[src/rtl/gseq_pkg.sv]
package gseq_pkg;
    typedef enum logic [2:0] {
        ST_OFF     = 3'd0,
        ST_LOW     = 3'd1,
        ST_WAIT_LG = 3'd2,
        ST_HIGH    = 3'd3,
        ST_WAIT_SW = 3'd4,
        ST_SHUT    = 3'd5,
        ST_FAULT   = 3'd6
    } gseq_state_e;

    typedef enum logic [1:0] {
        LVL_LOW  = 2'd0,
        LVL_HIGH = 2'd1,
        LVL_MID  = 2'd2
    } pwm_lvl_e;
endpackage

[src/rtl/gseq_sync.sv]
module gseq_sync #(
    parameter int W = 5
) (
    input  logic         clk_i,
    input  logic         rst_ni,
    input  logic [W-1:0] async_i,
    output logic [W-1:0] sync_o
);
    logic [W-1:0] s1_d, s1_q, s2_d, s2_q;

    for (genvar b = 0; b < W; b++) begin : g_bit
        always_comb begin
            s1_d[b] = async_i[b];
            s2_d[b] = s1_q[b];
        end
        always_ff @(posedge clk_i or negedge rst_ni) begin
            if (!rst_ni) begin
                s1_q[b] <= 1'b0;
                s2_q[b] <= 1'b0;
            end else begin
                s1_q[b] <= s1_d[b];
                s2_q[b] <= s2_d[b];
            end
        end
    end

    assign sync_o = s2_q;
endmodule

[src/rtl/gseq_pwm_window.sv]
module gseq_pwm_window
    import gseq_pkg::*;
#(
    parameter int HOLD_CYC = 23
) (
    input  logic     clk_i,
    input  logic     rst_ni,
    input  logic     above_i,
    input  logic     below_i,
    output pwm_lvl_e lvl_o,
    output logic     shut_o,
    output logic     rise_o
);
    localparam int CW = $clog2(HOLD_CYC + 1);

    typedef struct packed {
        logic [CW-1:0] wcnt;
        logic          was_high;
    } win_regs_t;

    win_regs_t r_q, r_d;
    pwm_lvl_e  lvl;

    always_comb begin
        if (below_i)       lvl = LVL_LOW;
        else if (above_i)  lvl = LVL_HIGH;
        else               lvl = LVL_MID;
    end

    always_comb begin
        r_d          = r_q;
        r_d.was_high = (lvl == LVL_HIGH);
        if (lvl == LVL_MID) begin
            if (r_q.wcnt != CW'(HOLD_CYC)) r_d.wcnt = r_q.wcnt + 1'b1;
        end else begin
            r_d.wcnt = '0;
        end
    end

    always_ff @(posedge clk_i or negedge rst_ni) begin
        if (!rst_ni) r_q <= '0;
        else         r_q <= r_d;
    end

    assign lvl_o  = lvl;
    assign shut_o = (lvl == LVL_MID) && (r_q.wcnt == CW'(HOLD_CYC));
    assign rise_o = (lvl == LVL_HIGH) && !r_q.was_high;
endmodule

[src/rtl/gseq_fsm.sv]
module gseq_fsm
    import gseq_pkg::*;
#(
    parameter int TO_CYC  = 25,
    parameter int FLT_CYC = 200
) (
    input  logic       clk_i,
    input  logic       rst_ni,
    input  pwm_lvl_e   lvl_i,
    input  logic       shut_i,
    input  logic       rise_i,
    input  logic       lg_off_i,
    input  logic       sw_low_i,
    input  logic       sup_ok_i,
    output logic       hs_en_o,
    output logic       ls_en_o,
    output logic [2:0] state_o
);
    localparam int TW = $clog2(TO_CYC + 1);
    localparam int FW = $clog2(FLT_CYC + 1);

    typedef struct packed {
        gseq_state_e   state;
        logic [TW-1:0] tcnt;
        logic [FW-1:0] fcnt;
        logic          forced;
    } fsm_regs_t;

    fsm_regs_t r_q, r_d;

    always_comb begin
        r_d = r_q;
        if (!sup_ok_i) begin
            r_d.state  = ST_OFF;
            r_d.tcnt   = '0;
            r_d.fcnt   = '0;
            r_d.forced = 1'b0;
        end else if (r_q.state == ST_FAULT) begin
            if (rise_i) r_d.state = ST_WAIT_LG;
        end else if (shut_i) begin
            r_d.state  = ST_SHUT;
            r_d.tcnt   = '0;
            r_d.fcnt   = '0;
            r_d.forced = 1'b0;
        end else begin
            unique case (r_q.state)
                ST_OFF, ST_SHUT: begin
                    if (lvl_i == LVL_HIGH) begin
                        r_d.state = ST_WAIT_LG;
                    end else if (lvl_i == LVL_LOW) begin
                        r_d.state = ST_WAIT_SW;
                        r_d.tcnt  = '0;
                    end
                end
                ST_LOW: begin
                    if (lvl_i == LVL_HIGH) begin
                        r_d.state  = ST_WAIT_LG;
                        r_d.forced = 1'b0;
                        r_d.fcnt   = '0;
                    end else if (r_q.forced) begin
                        if (sw_low_i) begin
                            r_d.forced = 1'b0;
                            r_d.fcnt   = '0;
                        end else if (r_q.fcnt == FW'(FLT_CYC - 1)) begin
                            r_d.state  = ST_FAULT;
                            r_d.forced = 1'b0;
                            r_d.fcnt   = '0;
                        end else begin
                            r_d.fcnt = r_q.fcnt + 1'b1;
                        end
                    end
                end
                ST_WAIT_LG: begin
                    if (lvl_i == LVL_LOW) begin
                        r_d.state = ST_WAIT_SW;
                        r_d.tcnt  = '0;
                    end else if (lg_off_i) begin
                        r_d.state = ST_HIGH;
                    end
                end
                ST_HIGH: begin
                    if (lvl_i == LVL_LOW) begin
                        r_d.state = ST_WAIT_SW;
                        r_d.tcnt  = '0;
                    end
                end
                ST_WAIT_SW: begin
                    if (lvl_i == LVL_HIGH) begin
                        r_d.state = ST_WAIT_LG;
                        r_d.tcnt  = '0;
                    end else if (sw_low_i) begin
                        r_d.state  = ST_LOW;
                        r_d.forced = 1'b0;
                        r_d.tcnt   = '0;
                    end else if (r_q.tcnt == TW'(TO_CYC - 1)) begin
                        r_d.state  = ST_LOW;
                        r_d.forced = 1'b1;
                        r_d.fcnt   = '0;
                        r_d.tcnt   = '0;
                    end else begin
                        r_d.tcnt = r_q.tcnt + 1'b1;
                    end
                end
                default: begin
                    r_d.state = ST_OFF;
                end
            endcase
        end
    end

    always_ff @(posedge clk_i or negedge rst_ni) begin
        if (!rst_ni) begin
            r_q.state  <= ST_OFF;
            r_q.tcnt   <= '0;
            r_q.fcnt   <= '0;
            r_q.forced <= 1'b0;
        end else begin
            r_q <= r_d;
        end
    end

    assign hs_en_o = (r_q.state == ST_HIGH);
    assign ls_en_o = (r_q.state == ST_LOW);
    assign state_o = r_q.state;
endmodule

[src/rtl/gseq_top.sv]
module gseq_top
    import gseq_pkg::*;
#(
    parameter int TO_CYC   = 25,
    parameter int HOLD_CYC = 23,
    parameter int FLT_CYC  = 200
) (
    input  logic       clk_i,
    input  logic       rst_ni,
    input  logic       pwm_above_i,
    input  logic       pwm_below_i,
    input  logic       lg_off_i,
    input  logic       sw_low_i,
    input  logic       supply_ok_i,
    output logic       hs_en_o,
    output logic       ls_en_o,
    output logic [2:0] state_o
);
    localparam int NIN = 5;

    logic [NIN-1:0] raw, syn;
    logic           above_s, below_s, lg_s, sw_s, sup_s;
    pwm_lvl_e       lvl;
    logic           shut, rise, win_s;

    assign raw = {supply_ok_i, sw_low_i, lg_off_i, pwm_below_i, pwm_above_i};
    assign {sup_s, sw_s, lg_s, below_s, above_s} = syn;

    gseq_sync #(.W(NIN)) i_sync (
        .clk_i (clk_i),
        .rst_ni(rst_ni),
        .async_i(raw),
        .sync_o(syn)
    );

    gseq_pwm_window #(.HOLD_CYC(HOLD_CYC)) i_win (
        .clk_i  (clk_i),
        .rst_ni (rst_ni),
        .above_i(above_s),
        .below_i(below_s),
        .lvl_o  (lvl),
        .shut_o (shut),
        .rise_o (rise)
    );

    assign win_s = (lvl == LVL_MID);

    gseq_fsm #(.TO_CYC(TO_CYC), .FLT_CYC(FLT_CYC)) i_fsm (
        .clk_i   (clk_i),
        .rst_ni  (rst_ni),
        .lvl_i   (lvl),
        .shut_i  (shut),
        .rise_i  (rise),
        .lg_off_i(lg_s),
        .sw_low_i(sw_s),
        .sup_ok_i(sup_s),
        .hs_en_o (hs_en_o),
        .ls_en_o (ls_en_o),
        .state_o (state_o)
    );
endmodule

[config.mk]
export PLATFORM = sky130hd
export DESIGN_NAME = gseq_top
export DESIGN_NICKNAME = d
export VERILOG_FILES = /design/src/rtl/gseq_pkg.sv /design/src/rtl/gseq_sync.sv /design/src/rtl/gseq_pwm_window.sv /design/src/rtl/gseq_fsm.sv /design/src/rtl/gseq_top.sv
export SDC_FILE = /design/constraint.sdc
export NUM_CORES = 1
export LEC_CHECK = 0
export BUFFER_PORTS_ARGS = -buffer_cell sky130_fd_sc_hd__clkbuf_2
export CELL_PAD_IN_SITES_DETAIL_PLACEMENT = 1
export CELL_PAD_IN_SITES_GLOBAL_PLACEMENT = 1
export CORE_MARGIN = 4
export CORE_UTILIZATION = 49
export CTS_BUF_LIST = sky130_fd_sc_hd__clkbuf_2 sky130_fd_sc_hd__clkbuf_4 sky130_fd_sc_hd__clkbuf_8
export CTS_CLUSTER_SIZE = 14
export DETAILED_ROUTE_END_ITERATION = 7
export PLACE_DENSITY_LB_ADDON = 0.1
export RECOVER_POWER = 100
export SLEW_MARGIN = 20
export SYNTH_ARGS = -nofsm -noshare
export SYNTH_HDL_FRONTEND = slang
export SYNTH_SLANG_ARGS = --single-unit
[constraint.sdc]
create_clock -name clk_i -period 2.4 [get_ports clk_i]
set_input_delay 0.24 -clock clk_i [delete_from_list [all_inputs] [get_ports clk_i]]
set_output_delay 0.24 -clock clk_i [all_outputs]
set_load 0.01 [all_outputs]
* Word level (Yosys, flattened, before mapping) *
Cells that the tools add are included.

operators by class
  add/sub/neg operators = 3
  eq/ne operators = 29
  mux-type cells = 35
  reduce and logical (&&, ||, !) cells = 10

operators by type and width
  kind                   count
  $mux W9                5
  $mux W8                5
  $mux W17               2
  $mux W3                10
  $mux W5                5
  $pmux W5 S4            1
  $ne A6 B2 Y1 const B   3
  $pmux W9 S2            1
  $pmux W3 S5            1
  $mux W14               1
  $ne A4 B2 Y1 const B   3
  $ne A4 B3 Y1 const B   3
  $ne A6 B3 Y1 const B   2
  $reduce_and A6 Y1      2
  $add A5 B1 Y5 const B  2
  $eq A5 B5 Y1 const B   2
  $eq A3 B3 Y1 const B   3
  $add A8 B1 Y8 const B  1
  $eq A8 B8 Y1 const B   1
  $reduce_and A4 Y1      2
  $ne A7 B4 Y1 const B   1
  $eq A3 B2 Y1 const B   2
  $ne A5 B2 Y1 const B   1
  $ne A5 B3 Y1 const B   1
  14 further kinds       17

storage, ports and cells
  register bits = 33
  logic and storage cells = 93

* Depth between registers and ports, before layout *
Gate-level depths: netlist of run 1.

  depth in word-level cells = 9
  gate-level depth with buffers = 8
  gate-level depth less buffers = 7

* Modules after synthesis *
Synthesis of run 1 repeated with hierarchy kept, for this count alone.

unflattened totals
  cell total of the unflattened synthesis = 174
  area, all modules = 1,821.7 µm²

by module, submodules not included
  module           times used  cells an instance  area each (µm²)  sequential area each (µm²)
  gseq_fsm         1           137                1,268.7          425.4
  gseq_pwm_window  1           27                 302.8            150.1
  gseq_sync        1           10                 250.2            250.2

* Worst setup path after synthesis of run 1 *
Ideal clock, no wire load.

  path kind = register to register
  start point = register i_win.r_q[1] in the netlist's numbering
  end point = register i_fsm.r_q[2] in the netlist's numbering
  setup time = 0.125 ns
  arrival time = 1.814 ns
  data required time = 2.275 ns
  slack = 0.461 ns
  stages on the path, launching flop included = 8
  path buffers = 1
  cells stage by stage = dfrtp_1 > ha_1 > nand4b_1 > buf_2 > o22ai_1 > a221oi_2 > a21oi_4 > mux2_4

on the way
  longest elaborated chain between the ends = 5
  elaborated cells between the ends (all ways) = 11
  classes of those cells = eq/ne: 6; mux: 3; reduce/logical: 2

ends and longest elaborated chain
  what                                                                       RTL line               RTL
  start, declared                                                            gseq_pwm_window.sv:21  win_regs_t r_q, r_d;
  start signal, assigned                                                     gseq_pwm_window.sv:42  else r_q <= r_d;
  $eq A5 B5 Y1 (*)                                                           gseq_pwm_window.sv:46  assign shut_o = (lvl == LVL_MID) && (r_q.wcnt == CW'(HOLD_CYC));
  $logic_and A1 B1 Y1 (*)                                                    gseq_pwm_window.sv:46
  parallel branches: the longest is 3 deep, another holds $reduce_and A6 Y1  n/a
  end signal, assigned                                                       gseq_fsm.sv:118        r_q <= r_d;
  end, declared                                                              gseq_fsm.sv:29         fsm_regs_t r_q, r_d;

Mark *: on every way between the ends. The select of a mux whose other input is x is not followed.
A chain may end at the register's enable or synchronous reset.

* Worst setup path in the final report of run 1 *
  start point = register i_win.r_q[1] in the netlist's numbering
  end point = register i_fsm.r_q, in the netlist i_fsm.state_o[2]

on the way
  longest elaborated chain between the ends = 5
  elaborated cells between the ends (all ways) = 11
  classes of those cells = eq/ne: 6; mux: 3; reduce/logical: 2

ends and longest elaborated chain
  what                                                                  RTL line
  $eq A5 B5 Y1 (*)                                                      gseq_pwm_window.sv:46
  $logic_and A1 B1 Y1 (*)                                               gseq_pwm_window.sv:46
  parallel branches: the longest is 3 deep, another holds $ne A7 B4 Y1  n/a

Mark *: on every way between the ends.

==> results of run 1 <==
## routing by layer
metal	GRT usage [%]	vias up	share of wire, %	wire length (µm)
met3	4.80	7	4.0	163
met5	0	-	0	0
met4	6.51	0	1.4	57
met1	24.4	722	47	1900
met2	30.3	30	48	1960
li1	-	676	-	-
## registers in the layout, summed over array words and instances (netlist names)
signal / flops
i_sync.s1_q: 5
i_sync.sync_o: 5
i_fsm.r_q: 14
i_fsm.state_o: 3
i_win.r_q: 6
## cell type report
cell class              count  area, µm²  area share [%]
inverters                  11       41.3            2.05
multi-input cells         124        891            44.3
flip-flops and latches     33        826            41.0
repair buffers             16       82.6            4.10
clock buffers               5       68.8            3.42
clock inverters             3       46.3            2.30
well taps                  46       57.6            2.86
## per-stage QoR
step | std cells | hold slack, ns | power [mW] | setup WS (ns) | area [µm²]
floorplan | 179 | -0.0556 | 0.797 | 0.461 | 1830
global placement | 230 | 0.333 | 0.851 | 0.284 | 1910
detailed placement | 230 | 0.336 | 0.863 | 0.148 | 1910
CTS | 238 | 0.0470 | 1.39 | 0.124 | 2020
global route | 238 | 0.0433 | 1.45 | 0.0198 | 2010
finish | 238 | 0.0542 | 1.37 | 0.229 | 2010
## power breakdown
group / internal (mW) / switching, mW / leakage (nW)
logic: 0.0933 / 0.145 / 0.400
registers: 0.582 / 0.0306 / 0.432
clock network: 0.310 / 0.214 / 0.0543
## final timing paths
path,depth (start not counted),slack [ns],endpoint
min in group asynchronous,1,0.41,i_fsm.r_q[13]
min reg2reg,0,0.35,i_sync.sync_o[1]
max,6,0.23,i_fsm.state_o[2]
min,1,0.05,i_sync.s1_q[2]
max in group asynchronous,1,0.97,i_fsm.r_q[3]
max reg2reg,6,0.23,i_fsm.state_o[2]
## cell usage after synthesis, drive strengths merged, types with 2 or more instances
library cell	number	area (µm²)
nand2	7	26.3
nand4	2	12.5
a211o	2	17.5
inv	11	41.3
a21oi	8	51.3
nor4b	2	32.5
buf	10	70.1
nor4	2	12.5
nor2b	3	18.8
nor2	11	41.3
a31oi	15	93.8
dfrtp	33	826
nor3	4	20.0
nand2b	11	68.8
mux2i	3	30.0
nand3	6	35.0
o211ai	2	15.0
xnor2	2	17.5
o22ai	3	18.8
and3	5	31.3
mux2	3	37.5
or2	3	21.3
nand4b	3	26.3
o21ai	6	30.0
ha	4	50.1
## worst max-delay path: stages, from the launching register on
cell and delay (ns):
dfrtp_1 0.39, ha_1 0.25, nand4b_1 0.30, o211ai_1 0.47, a211o_1 0.19, nand3_1 0.13
mux2_1 0.33
## logic make-up (layout without fill, tap and decap cells)
family                     Yosys count  count (layout)
xor gates and xnor gates             3               3
AOI/OAI and AO/OA                   48              48
DFF                                 33              33
buffers and inverters               22              35
muxes                                6               6
and+or+nand+nor                     63              63
adders and majority gates            4               4
==> results.md, run 1 <==
* PortBufs at 11
* Worst-Skew Late Latency at 0.29 ns
* Final setup fails at 0
* EDFF count, synth at 0
* Reg clk slew, reported paths at roughly 0.070 ns
* Req. time, crit path at 2.57 ns
* Status: finished, violations left
* Seq/Total Area, Yosys at 45.1%
* Worst r2r src: i_win.r_q[1]
* Area delta synth->final at 9.90%
* Die area at approximately 4800 µm²
* CTS Buf Count at 5
* Core Util, Final at around 58%
* Remaining global-route overflow at 0
* Critical path class: flip-flop to flip-flop
* Most common cell after layout, fill and taps aside: dfrtp_1
* Avg Inst Size Synth at approximately 10 µm²
* Complex-gate fraction of the synthesized area at 19.3%
* Worst Tran Pin Value at 1.76 ns
* GPL Wtd Cong at a little under 0.9
* Largest family of logic cells by synthesized area: simple AND/OR/NAND/NOR gates
* Worst vdd ir at 0.000567 V
* H-tree lvl count at 2
* Core ar. at 3470 µm²
* ANT nets after route at 0
* Drt pass-1 iters at 4
* Relative max-transition margin at -17.1%
* Crit path time final at 2.17 ns
* Startpoint types: flip-flop
* Layout Nets at 202
* Final Hold Viols at 0
* Setup crit start: i_win.r_q[1]
* DR DRC count at 0
* Die height at 69.1 µm
* Post-Syn Area at 1830 µm²
* First-pass GRT wire length at about 7.2 mm
* Post-Synth Simple-Gate Area at a little over a fifth
* Max-slew violations at 34
* Post-CTS sizing at 0
* Synthesis Warnings at 0
* Row Count at 21
* Post-CTS Setup Bufs at 0
* Post-detail-place hpwl at around 3 mm
* Initial core utilization at 52.8%
* Final WL at ~4.1 mm
* Max clock buf depth at 2
* Mux contribution to synthesized area at 3.69%
* FMAX at about 460 MHz
* Fill cells at 416
* Async SR Flop Fraction at between 90% and 100%
* CTS Sinks at 33
* LEAKAGE at between 0.8 and 0.9 nW
* Initial antenna violation count at 0
* Post-Synth XOR/XNOR Area at under 10%
* Hold WC Path Type: primary input to flip-flop
* PwrDens at 683 nW/µm²
* Critical path fanouts, max at 7
* Fin crit share at 90.5%
* Hold Buf Count CTS at 0
* Vias per inst at between 6 and 7
* Layout cells sized above 1 at between 10 and 15%
* Max-cap violations at 1
* Cell variety after synth at 52
* Initial DRC count at 106
* Hold_sp: lg_off_i
* Setup TNS at 0 ns
* CTS tree: built
* Clock skew at 0.00542 ns
* Vias in the first global route at 1505
* ANT cells at 0
* Gr usage total at 18.8%
* Chip width at 69.1 µm
* I/O pin count at 12
* Adder-cell share of the synthesized area at 2.73%
* Via count at 1435
* CTS root buf: clkbuf_8
* Critical Path Sink Type: flip-flop
* Most frequent cells in the layout: 33 x dfrtp_1, 15 x a31oi_1, 11 x nand2b_1, 11 x inv_1, 11 x nor2_1
* Syn nets at between 150 and 200
* Failing checks: max-capacitance violations, max-slew violations
* Synth Register Bits at 33
* Routed length per placed instance at approximately 17 µm
* Arrival @ worst endpoint at ~2.3 ns
* Main synth FF type: dfrtp_1
* Largest net degree at the start of global routing at 34
* RSZ-0062 raised after global routing: no
* Cells after Synth at 179
No activity file was read; power rests on OpenSTA's default activity.
==> run 2, diff against run 1 <==
clock period = 2 ns   (was 2.4 ns; I/O delays follow)
==> run 2 against run 1 <==
The run ends with max-capacitance violations, max-slew violations, negative setup slack left. Sequential share of layout area down 4.1 points. Critical path depth increased by 3. Sequential cell count stayed put. Worst hold slack got worse by 0.038 ns. Count of clock-buffer cells in the layout is 1 higher. Final cell count up 11%. Largest cell class unchanged.
==> results.md, run 2 (synthesis gave the netlist of run 1 again) <==
* Worst-Skew Late Latency at 0.28 ns (about the same)
* Fin crit share at 104% (+14 points)
* Relative max-transition margin at -18.0% (-0.89 points)
* RSZ-0062 raised after global routing: yes
* Max reg flops at 14 (unchanged)
* Setup TNS at -0.363 ns (-0.363 ns)
* Final WL at 5.81 mm (+42%)
* Reg clk slew, reported paths at 0.07 ns (about the same)
* DR DRC count at 0 (unchanged)
* Area delta synth->final at 22.1%
* Clock skew at 0.00467 ns (-0.000748 ns)
* Pre-CTS setup slack at -0.0877 ns (-0.235 ns)
* Most common cell after layout, fill and taps aside: dfrtp_1
* Failing checks: max-capacitance violations, max-slew violations, negative setup slack
* Slowest cell on the critical path: dfrtp_1
* Max clock buf depth at 2 (unchanged)
* Finished Cell Area at 2240 µm² (+11%)
* Reg power frac at 45.3% (+0.8 points)
* Die area at 4780 µm² (unchanged)
* GPL Wtd Cong at 0.937 (+8.0%)
* Most frequent cells in the layout: 33 x dfrtp_1, 30 x buf_4, 15 x a31oi_1
* H-tree lvl count at 2 (unchanged)
* Vias in the first global route at 1660 (+10%)
* Drt pass-1 iters at 4 (unchanged)
* Layout Nets at 229 (+13%)
* I/O pin count at 12 (unchanged)
* Routed length per placed instance at 21.9 µm (+28%)
* Critical Path Sink Type: flip-flop
* Vias per inst at 6.26 (+3.9%)
* Hold WS at 0.0160 ns (-0.0382 ns)
* Critical path class: flip-flop to flip-flop
* Req. time, crit path at 2.20 ns (-0.37 ns)
* Switch Pwr at 498 µW (+28%)
* Core ar. at 3470 µm² (unchanged)
* Max-slew violations at 34 (unchanged)
* Fill cells at 393 (-5.5%)
* CTS Sinks at 33 (unchanged)
* Clock power frac at 31.4% (-6.7 points)
* Startpoint types: flip-flop
* Layout cells sized above 1 at 30.6% (+16 points)
* Crit path cell chain: ha_2, nand4b_1, buf_6, o211ai_1, buf_4, nor3_2, buf_2, a31oi_1, a31oi_1
* Most common cell on crit path: a31oi_1
* Gr usage total at 21.5% (+2.7 points)
* Final Hold Viols at 0 (unchanged)
* Final setup margin at -0.0859 ns (-0.315 ns)
* Initial antenna violation count at 0 (unchanged)
* Hold Buf Count CTS at 0 (unchanged)
* CTS tree: built
* Row Count at 21 (unchanged)
* FMAX at 479 MHz (+4.1%)
* LEAKAGE at 1.03 nW (+16%)
* CP max stage delay at 0.42 ns (-0.05 ns)
* Max-cap violations at 1 (unchanged)
* Largest net degree at the start of global routing at 34 (unchanged)
* CTS root buf: clkbuf_8
* Critical path fanouts, max at 7 (unchanged)
* Via count at 1660 (+16%)
* Logic pwr share at 23.4% (+6.1 points)
* Hold WC Path Type: primary input to flip-flop
* PwrDens at 722 nW/µm² (+5.7%)
* PortBufs at 11 (unchanged)
* Biggest regs: i_fsm.r_q (14), i_win.r_q (6)
* ANT cells at 0 (unchanged)
* Largest Register: i_fsm.r_q
* First-pass GRT wire length at 8.16 mm (+13%)
* Post-detail-place hpwl at 3.57 mm (+17%)
* Chip width at 69.1 µm (unchanged)
* Initial core utilization at 52.8% (unchanged)
* CTS Buf Count at 5 (unchanged)
* Worst Tran Pin Value at 1.77 ns (+0.0133 ns)
* Crit path time final at 2.09 ns (-0.0849 ns)
* Arrival @ worst endpoint at 2.29 ns (-0.05 ns)
* ANT nets after route at 0 (unchanged)
* Die height at 69.1 µm (unchanged)
* Pint at 1.12 mW (+13%)
* Worst vdd ir at 0.000400 V (-30%)
* Status: finished, violations left
* Initial DRC count at 159 (+50%)
* Final setup fails at 11 (+11)
* Net Sw Frac at 30.8% (+2.5 points)
* DP Area at 2040 µm² (+7.1%)
* Remaining global-route overflow at 0 (unchanged)
run 2: layout make-up:
class	count	area, µm²	area share [%]
tap	46	57.6	2.57
sequential	33	826	36.9
clock inverter	2	10.0	0.447
clock buffer	6	76.3	3.41
timing repair buffer	43	292	13.0
multi-input combinational	124	935	41.8
inverter	11	41.3	1.85
run 2: layer usage:
| metal | track usage (%) | wire [µm] | vias up |
|---|---|---|---|
| li1 | - | - | 736 |
| met1 | 25.9 | 2290 | 837 |
| met2 | 36.8 | 3010 | 63 |
| met3 | 4.22 | 269 | 24 |
| met4 | 10.2 | 238 | 0 |
| met5 | 0 | 0 | - |
run 2: worst paths after layout:
check / from / end / slack [ns] / depth (start not counted)
worst max-delay path: i_win.r_q[2] / i_fsm.r_q[4] / -0.09 / 9
worst min-delay path: pwm_above_i / i_sync.s1_q[0] / 0.02 / 1
worst max register to register: i_win.r_q[2] / i_fsm.r_q[4] / -0.09 / 9
worst min register to register: i_sync.s1_q[2] / i_sync.sync_o[2] / 0.36 / 0
max in group asynchronous: rst_ni / i_fsm.r_q[7] / 0.60 / 1
min in group asynchronous: rst_ni / i_fsm.r_q[13] / 0.38 / 1
run 2: worst max-delay path: cells and delay by family (launching register included):
kind	cells	cell delay, ns
buffers and inverters	3	0.58
adders and majority gates	1	0.21
and+or+nand+nor	2	0.39
DFF	1	0.42
AOI/OAI and AO/OA	3	0.41
run 2: timing repair:
action,CTS,global route
cloned,0,1
buffers inserted,1,7
gates resized for setup,3,12
setup endpoints to repair,11,16
pin swaps,0,5
run 2: power groups by stage:
stage	Sequential [mW]	Combinational, mW	Clock (mW)
after floorplan	0.732	0.225	0
after global placement	0.738	0.318	0
after detailed placement	0.741	0.335	0
after CTS	0.730	0.341	0.506
after global routing	0.735	0.408	0.541
final	0.731	0.377	0.506
run 2: stage by stage:
| stage | total power [mW] | utilization, % | cells |
|---|---|---|---|
| finish | 1.61 | 64.5 | 265 |
| global route | 1.68 | 64.5 | 265 |
| CTS | 1.58 | 61.8 | 257 |
| detailed placement | 1.08 | 58.9 | 248 |
| global placement | 1.06 | 58.9 | 248 |
| floorplan | 0.957 | - | 179 |
==> run 3, diff against run 2 <==
CORE_UTILIZATION = 53   (was 49)
clock period = 2.7 ns   (was 2 ns; I/O delays follow)
==> run 3 against run 2 <==
The run ends with max-capacitance violations, max-slew violations left. Worst setup slack better by 0.50 ns. Routed wire length down 25%. Clock skew up 0.014 ns. Highest routed layer unchanged.
==> results.md, run 3 (synthesis gave the netlist of run 1 again) <==
* Gr usage total at 22.7% (+1.1 points)
* ANT nets after route at 0 (unchanged)
* Setup TNS at 0 ns (+0.363 ns)
* Crit path cell chain: ha_1, nand4b_1, buf_4, o31ai_1, a221oi_2, a21oi_2, mux2_4
* DR DRC count at 0 (unchanged)
* Max reg flops at 14 (unchanged)
* PwrDens at 572 nW/µm² (-21%)
* H-tree lvl count at 2 (unchanged)
* CTS Sinks at 33 (unchanged)
* Area delta synth->final at 8.20%
* Hold WC Path Type: primary input to flip-flop
* Setup crit start: i_win.r_q[1]
* Die height at 66.8 µm (-3.4%)
* CTS root buf: clkbuf_4
* Failing checks: max-capacitance violations, max-slew violations
* Critical path fanouts, max at 10 (+3)
* Max clock buf depth at 2 (unchanged)
* Fill cells at 407 (+3.6%)
* Layout Nets at 202 (-12%)
* Chip width at 66.8 µm (-3.4%)
* ANT cells at 0 (unchanged)
* CP Depth at 7 (-2)
* Largest Register: i_fsm.r_q
* Core ar. at 3340 µm² (-3.8%)
* PortBufs at 11 (unchanged)
* Initial core utilization at 54.9% (+2.1 points)
* Initial DRC count at 49 (-69%)
* Max-cap violations at 1 (unchanged)
* First-pass GRT wire length at 7.29 mm (-11%)
* I/O pin count at 12 (unchanged)
* Final setup fails at 0 (-11)
* Post-CTS Setup Bufs at 0 (-1)
* Drt pass-1 iters at 4 (unchanged)
* Post-CTS sizing at 0 (-3)
* WP buf/inv at 1 (-2)
* Worst vdd ir at 0.000454 V (+14%)
* FMAX at 437 MHz (-8.8%)
* Final Hold Viols at 0 (unchanged)
* Worst Tran Pin Value at 1.77 ns (+0.00431 ns)
* DP Area at 1890 µm² (-7.3%)
* Status: finished, violations left
* Crit path time final at 2.29 ns (+0.200 ns)
* Remaining global-route overflow at 0 (unchanged)
* Final setup margin at 0.414 ns (+0.500 ns)
* Max-slew violations at 34 (unchanged)
* RSZ-0062 raised after global routing: no
* CTS Buf Count at 5 (unchanged)
* Power Total at 1.13 mW (-30%)
* Vias per inst at 5.86 (-6.4%)
* End of the critical path: i_fsm.r_q[2]
* Row Count at 21 (unchanged)
* Reg clk slew, reported paths at 0.11 ns (+0.04 ns)
* Layout cells sized above 1 at 13.5% (-17 points)
* Slowest cell on the critical path: dfrtp_1
* Cell count of the worst reg-to-reg path at 7 (-2)
* Initial antenna violation count at 0 (unchanged)
* Final WL at 4.34 mm (-25%)
* CP max stage delay at 0.40 ns (-0.02 ns)
* RR Endpoint: i_fsm.r_q[2]
* CTS tree: built
* Most frequent cells in the layout: 33 x dfrtp_1, 15 x a31oi_1, 11 x nand2b_1, 11 x inv_1, 11 x nor2_1
* Startpoint types: flip-flop
* Largest net degree at the start of global routing at 34 (unchanged)
* Hold Buf Count CTS at 0 (unchanged)
* Post-detail-place hpwl at 3.13 mm (-12%)
* Worst-Skew Late Latency at 0.36 ns (+0.08 ns)
* Vias in the first global route at 1452 (-13%)
* Biggest regs: i_fsm.r_q (14), i_win.r_q (6)
* Reg-to-reg slack, setup at 0.41 ns (+0.50 ns)
* CP top delay family: compound AO/OA/AOI/OAI gates
* Via count at 1395 (-16%)
* Relative max-transition margin at -18.3% (-0.29 points)
* Critical Path Sink Type: flip-flop
* Routed length per placed instance at 18.2 µm (-17%)
* Pre-CTS setup slack at 0.285 ns (+0.372 ns)
* Finished Cell Area at 1980 µm² (-11%)
* LEAKAGE at 0.871 nW (-15%)
* Fin crit share at 84.7% (-20 points)
* GPL Wtd Cong at 0.860 (-8.2%)
* Worst r2r src: i_win.r_q[1]
* Die area at 4460 µm² (-6.7%)
* Most common cell after layout, fill and taps aside: dfrtp_1
* Arrival @ worst endpoint at 2.54 ns (+0.25 ns)
* Hold WS at 0.0266 ns (+0.0106 ns)
* Critical path class: flip-flop to flip-flop
* Clock skew at 0.0187 ns (+0.0141 ns)
* Req. time, crit path at 2.95 ns (+0.75 ns)
==> run 3: worst reg2reg max path, delay by kind of cell (launching register included) <==
kind                       cells  cell delay [ns]
adders and majority gates      1             0.27
DFF                            1             0.40
buffers and inverters          1             0.20
AOI/OAI and AO/OA              3             0.85
and+or+nand+nor                1             0.14
muxes                          1             0.34
==> run 3: per-layer routing <==
layer | track usage (%) | part of all wire, % | up-vias
met3 | 6.24 | 2.9 | 6
li1 | - | - | 680
met1 | 28.9 | 46 | 693
met4 | 6.85 | 1.2 | 0
met5 | 0 | 0 | -
met2 | 37.4 | 50 | 16
==> run 3: power breakdown <==
part / switching, mW / internal [mW] / total, mW / leakage [nW]
Combinational: 0.114 / 0.0742 / 0.188 / 0.398
Clock: 0.192 / 0.196 / 0.387 / 0.0414
Sequential: 0.0419 / 0.516 / 0.558 / 0.432
==> run 3: how the worst min path moves through the flow <==
stage          cells past startpoint               end  slack, ns      startpoint
2_1_floorplan                      0      i_fsm.r_q[0]      -0.03          rst_ni
3_3_place_gp                       0  i_sync.sync_o[4]       0.33  i_sync.s1_q[4]
3_5_place_dp                       0  i_sync.sync_o[3]       0.34  i_sync.s1_q[3]
4_1_cts                            1  i_fsm.state_o[1]      0.003          rst_ni
5_1_grt                            1    i_sync.s1_q[4]      0.002     supply_ok_i
6_report                           1    i_sync.s1_q[1]       0.03     pwm_below_i
==> run 3: area by class of cell <==
type / count / area (µm²) / area share (%)
flip-flops and latches: 33 / 826 / 41.7
repair buffers: 16 / 87.6 / 4.42
inverters: 11 / 41.3 / 2.08
multi-input cells: 124 / 886 / 44.7
well taps: 46 / 57.6 / 2.90
clock buffers: 5 / 37.5 / 1.89
clock inverters: 3 / 46.3 / 2.34
==> run 3: metrics by stage <==
stage                     cells  util [%]
after global placement      228      56.7
after detailed placement    228      56.7
after floorplan             179         -
after global routing        238      59.4
after CTS                   236      59.2
final                       238      59.4
